`src/rtl/ecc_stream_pkg.sv`:
```
// Package: shared helpers for the streaming ECC generator.
// Assumes byte-wide data; column terms are fixed at six.
package ecc_stream_pkg;

    localparam int COL_TERMS = 6;

    // Column parity terms of one byte, lowest term first.
    function automatic logic [COL_TERMS-1:0] column_terms(input logic [7:0] d);
        logic [COL_TERMS-1:0] t;
        t[0] = d[0] ^ d[2] ^ d[4] ^ d[6];
        t[1] = d[1] ^ d[3] ^ d[5] ^ d[7];
        t[2] = d[0] ^ d[1] ^ d[4] ^ d[5];
        t[3] = d[2] ^ d[3] ^ d[6] ^ d[7];
        t[4] = d[0] ^ d[1] ^ d[2] ^ d[3];
        t[5] = d[4] ^ d[5] ^ d[6] ^ d[7];
        return t;
    endfunction

endpackage

```
`src/rtl/ecc_byte_counter.sv`:
```
// Module: ecc_byte_counter
// Counts accepted bytes across the full double block and flags when the
// last byte has been taken. Assumes take_i is only high for real bytes.
module ecc_byte_counter #(
    parameter int ADDR_W = 8
) (
    input  logic          clk,
    input  logic          rst_n,
    input  logic          clear_i,
    input  logic          take_i,
    output logic [ADDR_W:0] idx_o,
    output logic          full_o
);

    logic [ADDR_W:0] idx_q;
    logic            full_q;

    // Advance the position per accepted byte; mark full after the last one.
    always_ff @(posedge clk) begin
        if (!rst_n || clear_i) begin
            idx_q  <= '0;
            full_q <= 1'b0;
        end else if (take_i && !full_q) begin
            idx_q <= idx_q + 1'b1;
            if (&idx_q) begin
                full_q <= 1'b1;
            end
        end
    end

    assign idx_o  = idx_q;
    assign full_o = full_q;


    idle_hold_chk: assert property (@(posedge clk) disable iff (!rst_n)
        (!take_i && !clear_i) |=> $stable(idx_q));


    clear_count_chk: assert property (@(posedge clk) disable iff (!rst_n)
        clear_i |=> (idx_q == '0) && !full_q);

endmodule

```
`src/rtl/ecc_parity_accum.sv`:
```
// Module: ecc_parity_accum
// Running line and column parity over one block. Presents the value the
// accumulator will hold after the current byte, so the top can latch a
// finished code on the same edge. Assumes first_i marks block position 0.
module ecc_parity_accum
    import ecc_stream_pkg::*;
#(
    parameter int ADDR_W = 8,
    localparam int LINE_W = 2 * (ADDR_W + 1)
) (
    input  logic                 clk,
    input  logic                 rst_n,
    input  logic                 take_i,
    input  logic                 first_i,
    input  logic [ADDR_W:0]      addr_i,
    input  logic [7:0]           data_i,
    output logic [LINE_W-1:0]    line_next_o,
    output logic [COL_TERMS-1:0] col_next_o
);

    logic                 byte_par;
    logic [LINE_W-1:0]    line_add;
    logic [LINE_W-1:0]    line_q;
    logic [COL_TERMS-1:0] col_q;

    assign byte_par = ^data_i;

    // One true/complement pair per position bit.
    for (genvar k = 0; k <= ADDR_W; k++) begin : g_pair
        assign line_add[2*k+1] = byte_par &  addr_i[k];
        assign line_add[2*k]   = byte_par & ~addr_i[k];
    end

    // Fold the current byte into the running terms, restarting at position 0.
    always_comb begin
        line_next_o = (first_i ? '0 : line_q) ^ line_add;
        col_next_o  = (first_i ? '0 : col_q) ^ column_terms(data_i);
    end

    // Keep the running terms for the next byte.
    always_ff @(posedge clk) begin
        if (!rst_n) begin
            line_q <= '0;
            col_q  <= '0;
        end else if (take_i) begin
            line_q <= line_next_o;
            col_q  <= col_next_o;
        end
    end

endmodule

```
`src/rtl/ecc_stream_gen.sv`:
```
// Module: ecc_stream_gen (top)
// Builds SEC-DED parity codes over streamed bytes, either two codes over
// half blocks or one code over the full block, freezing the results once
// the last one is stored. Assumes mode_i is only meaningful at restart.
module ecc_stream_gen
    import ecc_stream_pkg::*;
#(
    parameter int ADDR_W = 8,
    localparam int LINE_W = 2 * (ADDR_W + 1),
    localparam int CODE_W = 2 * ADDR_W + 8
) (
    input  logic              clk,
    input  logic              rst_n,
    input  logic              clear_i,
    input  logic              mode_i,
    input  logic              byte_wide_i,
    input  logic              valid_i,
    input  logic [7:0]        data_i,
    output logic [CODE_W-1:0] code1_o,
    output logic [CODE_W-1:0] code2_o,
    output logic              done_o
);

    logic                 joined_q;
    logic                 take;
    logic [ADDR_W:0]      idx;
    logic [ADDR_W:0]      addr;
    logic                 first_pos;
    logic                 last_pos;
    logic [LINE_W-1:0]    line_next;
    logic [COL_TERMS-1:0] col_next;
    logic [CODE_W-1:0]    packed_code;
    logic [CODE_W-1:0]    code1_q;
    logic [CODE_W-1:0]    code2_q;

    // Sample the layout only when a computation restarts.
    always_ff @(posedge clk) begin
        if (!rst_n || clear_i) begin
            joined_q <= mode_i;
        end
    end

    assign take = valid_i && byte_wide_i && !clear_i && !done_o;

    ecc_byte_counter #(.ADDR_W(ADDR_W)) counter_i (
        .clk     (clk),
        .rst_n   (rst_n),
        .clear_i (clear_i),
        .take_i  (take),
        .idx_o   (idx),
        .full_o  (done_o)
    );

    // Position inside the current block and its boundaries.
    always_comb begin
        if (joined_q) begin
            addr      = idx;
            first_pos = (idx == '0);
            last_pos  = &idx;
        end else begin
            addr      = {1'b0, idx[ADDR_W-1:0]};
            first_pos = (idx[ADDR_W-1:0] == '0);
            last_pos  = &idx[ADDR_W-1:0];
        end
    end

    ecc_parity_accum #(.ADDR_W(ADDR_W)) accum_i (
        .clk         (clk),
        .rst_n       (rst_n),
        .take_i      (take),
        .first_i     (first_pos),
        .addr_i      (addr),
        .data_i      (data_i),
        .line_next_o (line_next),
        .col_next_o  (col_next)
    );

    // Pack line pairs low, column terms above, spare ones on top if split.
    always_comb begin
        if (joined_q) begin
            packed_code = {col_next, line_next};
        end else begin
            packed_code = {2'b11, col_next, line_next[LINE_W-3:0]};
        end
    end

    // Store a finished code in the slot its block belongs to.
    always_ff @(posedge clk) begin
        if (!rst_n || clear_i) begin
            code1_q <= '0;
            code2_q <= '0;
        end else if (take && last_pos) begin
            if (joined_q || !idx[ADDR_W]) begin
                code1_q <= packed_code;
            end else begin
                code2_q <= packed_code;
            end
        end
    end

    assign code1_o = code1_q;
    assign code2_o = code2_q;


    result_freeze_chk: assert property (@(posedge clk) disable iff (!rst_n)
        (done_o && !clear_i) |=> ($stable(code1_o) && $stable(code2_o)));


    done_hold_chk: assert property (@(posedge clk) disable iff (!rst_n)
        (done_o && !clear_i) |=> done_o);


    joined_slot2_zero_chk: assert property (@(posedge clk) disable iff (!rst_n)
        (joined_q && !clear_i) |=> (code2_o == '0));


    clear_results_chk: assert property (@(posedge clk) disable iff (!rst_n)
        clear_i |=> (code1_o == '0) && (code2_o == '0) && !done_o);


    mode_hold_chk: assert property (@(posedge clk) disable iff (!rst_n)
        !clear_i |=> $stable(joined_q));

endmodule

```
`config.mk`:
```
export PLATFORM = sky130hd
export DESIGN_NAME = ecc_stream_gen
export DESIGN_NICKNAME = d
export VERILOG_FILES = /design/src/rtl/ecc_stream_pkg.sv /design/src/rtl/ecc_byte_counter.sv /design/src/rtl/ecc_parity_accum.sv /design/src/rtl/ecc_stream_gen.sv
export SDC_FILE = /design/constraint.sdc
export NUM_CORES = 1
export LEC_CHECK = 0
export CAP_MARGIN = 40
export CORE_ASPECT_RATIO = 2
export CORE_MARGIN = 2
export CORE_UTILIZATION = 50
export CTS_CLUSTER_SIZE = 28
export DETAILED_ROUTE_END_ITERATION = 16
export PLACE_DENSITY = 0.73
export SETUP_SLACK_MARGIN = 0.05
export SLEW_MARGIN = 20
export SYNTH_ARGS = -nofsm -noshare
export SYNTH_HDL_FRONTEND = slang
export SYNTH_SLANG_ARGS = --single-unit
```
`constraint.sdc`:
```
create_clock -name clk -period 2.04 [get_ports clk]
set_input_delay 0.408 -clock clk [delete_from_list [all_inputs] [get_ports clk]]
set_output_delay 0.408 -clock clk [all_outputs]
set_load 0.01 [all_outputs]
```
==> flow_summary.ini <==
[sta]
hold_viol_final = 0
worst_pin_slew_ps = 484
post-route-min-period_ps = 1950
fmax_ghz = 0.512
final_max_slew_viol_count = 0
rsz0062_at_grt = no
finalCritPeriodShare_pct = 95.7
relSlewSlack_pct = 67.5
setup_ws_ps = 87.8
setup_viol = 0
fin_worst_skew_ps = 6.39
holdWs_ps = 451

[layout]
final_util_pct = 74.9
syn2layout_area_growth_pct = 47.0
diodes = 0
final_layout_size_suffix_gt1_share_pct = 23.0
nets = 600

[placement]
hpwl_mm = 6.59
port_buffers = 62
place_ws_ps = -403
gp_congestion = 0.915

[global_route]
grt_pass1_wl_mm = 16.5
grt_start_max_net_pins = 45
antenna_found_initial = 0
grt_pass1_vias = 3411
grt_use_total_pct = 25.2
overflow = 0

[critical_path]
slowest_stage = clkdlybuf4s50_1
setup.worst_path.start_class = input port
end_kind = flip-flop
max_stage_delay_ps = 480
path_cells = clkdlybuf4s50_1, and4bb_4, nand3_4, o41ai_4, buf_4, buf_6, o21ai_1, o32ai_1
cp_max_fo = 6
worstPathArrival_ps = 2210
critPathKind = in2reg
reg2reg_slack_ps = 100
required_ps = 2300

[floorplan]
die_area_um2 = 8390
rows = 45
ios = 63
die_x_um = 65.8
core-area_um2 = 7490
die_h_um = 128
initial_core_util_pct = 51.0

[worst_hold_path]
min_path_type = reg2reg

[logic_synthesis]
postSynthCellCount = 459
yosys-top-cells-area = dfxtp_1 43%, o21ai_0 10%, a21oi_1 8.4%
ys_ff_latch = 83
syn_nets = 476
synth_largest_area_cell = dfxtp_1
syn_avg_cell_area_um2 = 8.32
synth_top_area_share_pct = 43.0
seq_area_frac_synth_pct = 43.8
netlist_area_um2 = 3820
synth_edf_count = 1
synth-warning-count = 0
synthFlopType = dfxtp_1
async_flop_share_pct = 0
synth_cell_types = 43

[clocking]
cts_tree = done
cts.htree.levels = 3
cts_root_buf = clkbuf_16
cts.sinks = 83
clkTransAtPathRegs_ps = 60
cts_buffers = 9
cts.path.max_buffers = 2
clk_latency_ps = 350

[detailed_routing]
num_vias = 3820
viasPerCell = 5.60
routed_wl_mm = 10.6
dr.pass1.iters = 5
first_iter_violations = 268
final_antenna_net_count = 0
wl_per_cell_um = 15.5
drc_errors = 0

[power]
leakage_uw = 0.00216
peakVddDrop_uv = 730
power.density_nw_per_um2 = 760

[flow_run]
cap_violations = 0

[status]
outcome = finished clean
[layout by cell type (no fill, tap or decap), types with 13 or more instances in the layout]
cell              n
nand2_1          61
nor2_1           37
xnor2_1          13
a21oi_1          64
o21ai_0          75
dfxtp_1          76
xor2_1           14
clkdlybuf4s50_1  52
buf_4            70
[cells by family (layout without fill, tap and decap cells)]
group | Yosys count | in the layout | synth area share (%)
adder cells (fa/ha/maj) | 3 | 3 | 0.983
multiplexers | 1 | 1 | 0.262
AND/OR/NAND/NOR | 131 | 131 | 15.2
AO/OA/AOI/OAI | 166 | 166 | 23.7
buffers and inverters | 34 | 163 | 3.74
XOR/XNOR | 41 | 41 | 12.4
flip-flops | 83 | 83 | 43.8
[per-layer routing]
layer  up-vias  global-route usage [%]  part of all wire [%]
li1       1850                       -                     -
met1      1809                    32.2                    42
met2       138                    41.2                    51
met3        23                    4.84                   4.9
met4         0                    10.3                   2.4
met5         -                       0                     0
[metrics by stage]
| step | power (uW) | TNS (ps) | instance area (um^2) | cells |
|---|---|---|---|---|
| floorplan | 2140 | 0 | 3820 | 459 |
| global placement | 2430 | -19190 | 4910 | 646 |
| detailed placement | 2440 | -21410 | 4910 | 646 |
| CTS | 4240 | 0 | 5390 | 671 |
| global route | 4410 | 0 | 5610 | 682 |
| finish | 4260 | 0 | 5610 | 682 |
[power by group]
| group | leakage, uW | switching (uW) | internal [uW] | total [uW] |
|---|---|---|---|---|
| registers | 0.000677 | 31.5 | 1660 | 1690 |
| clock network | 0.000150 | 711 | 971 | 1680 |
| logic | 0.00133 | 464 | 433 | 896 |
| total | 0.00216 | 1210 | 3060 | 4260 |
[critical path, delay by kind of cell]
family | cells | cell delay [ps]
buf+inv | 3 | 830
compound gates | 3 | 560
simple gates | 2 | 400
[worst paths after layout]
kind	depth (start not counted)	end	startpoint
worst min-delay path	2	code2_o[17]$_SDFFE_PP0P_	code2_o[17]$_SDFFE_PP0P_
worst max register to register	10	code1_o[18]$_SDFFE_PP0P_	counter_i.idx_o[5]$_SDFFE_PP0N_
worst max-delay path	8	code1_o[18]$_SDFFE_PP0P_	valid_i
worst min register to register	2	code2_o[17]$_SDFFE_PP0P_	code2_o[17]$_SDFFE_PP0P_
[layout make-up]
cell class,instances,area (um^2)
clock buffer,9,225
clock inverter,7,86.3
fill,531,1880
inverter,5,18.8
multi-input combinational,342,2160
sequential,83,1680
tap,94,118
timing repair buffer,142,1320
[flip-flops by register name, indices dropped and copies added (netlist names)]
signal,cells
code1_o,24
code2_o,24
accum_i.line_q,18
counter_i.idx_o,9
accum_i.col_q,6
counter_i.full_o,1
joined_q,1
[Yosys cell counts (all sizes together), types with 2 or more instances]
| master | n |
|---|---|
| xor2 | 18 |
| inv | 3 |
| o22ai | 6 |
| and3 | 5 |
| a31oi | 5 |
| nand4 | 5 |
| or3 | 4 |
| o21a | 2 |
| nor3 | 2 |
| xnor2 | 23 |
| nand2 | 62 |
| clkinv | 2 |
| dfxtp | 82 |
| o21ai | 77 |
| clkbuf | 23 |
| buf | 6 |
| a22oi | 6 |
| nand3 | 8 |
| ha | 3 |
| o32ai | 2 |
| a21oi | 64 |
| nor2 | 39 |
[timing repair]
item	4_1_cts	5_1_grt
resized for setup	23	32
buffers inserted	8	11
cloned	1	0
hold buffers	0	0
endpoints found under the setup margin	33	47
pin swaps	12	12
Note: power is estimated with default switching activity, not from simulation.
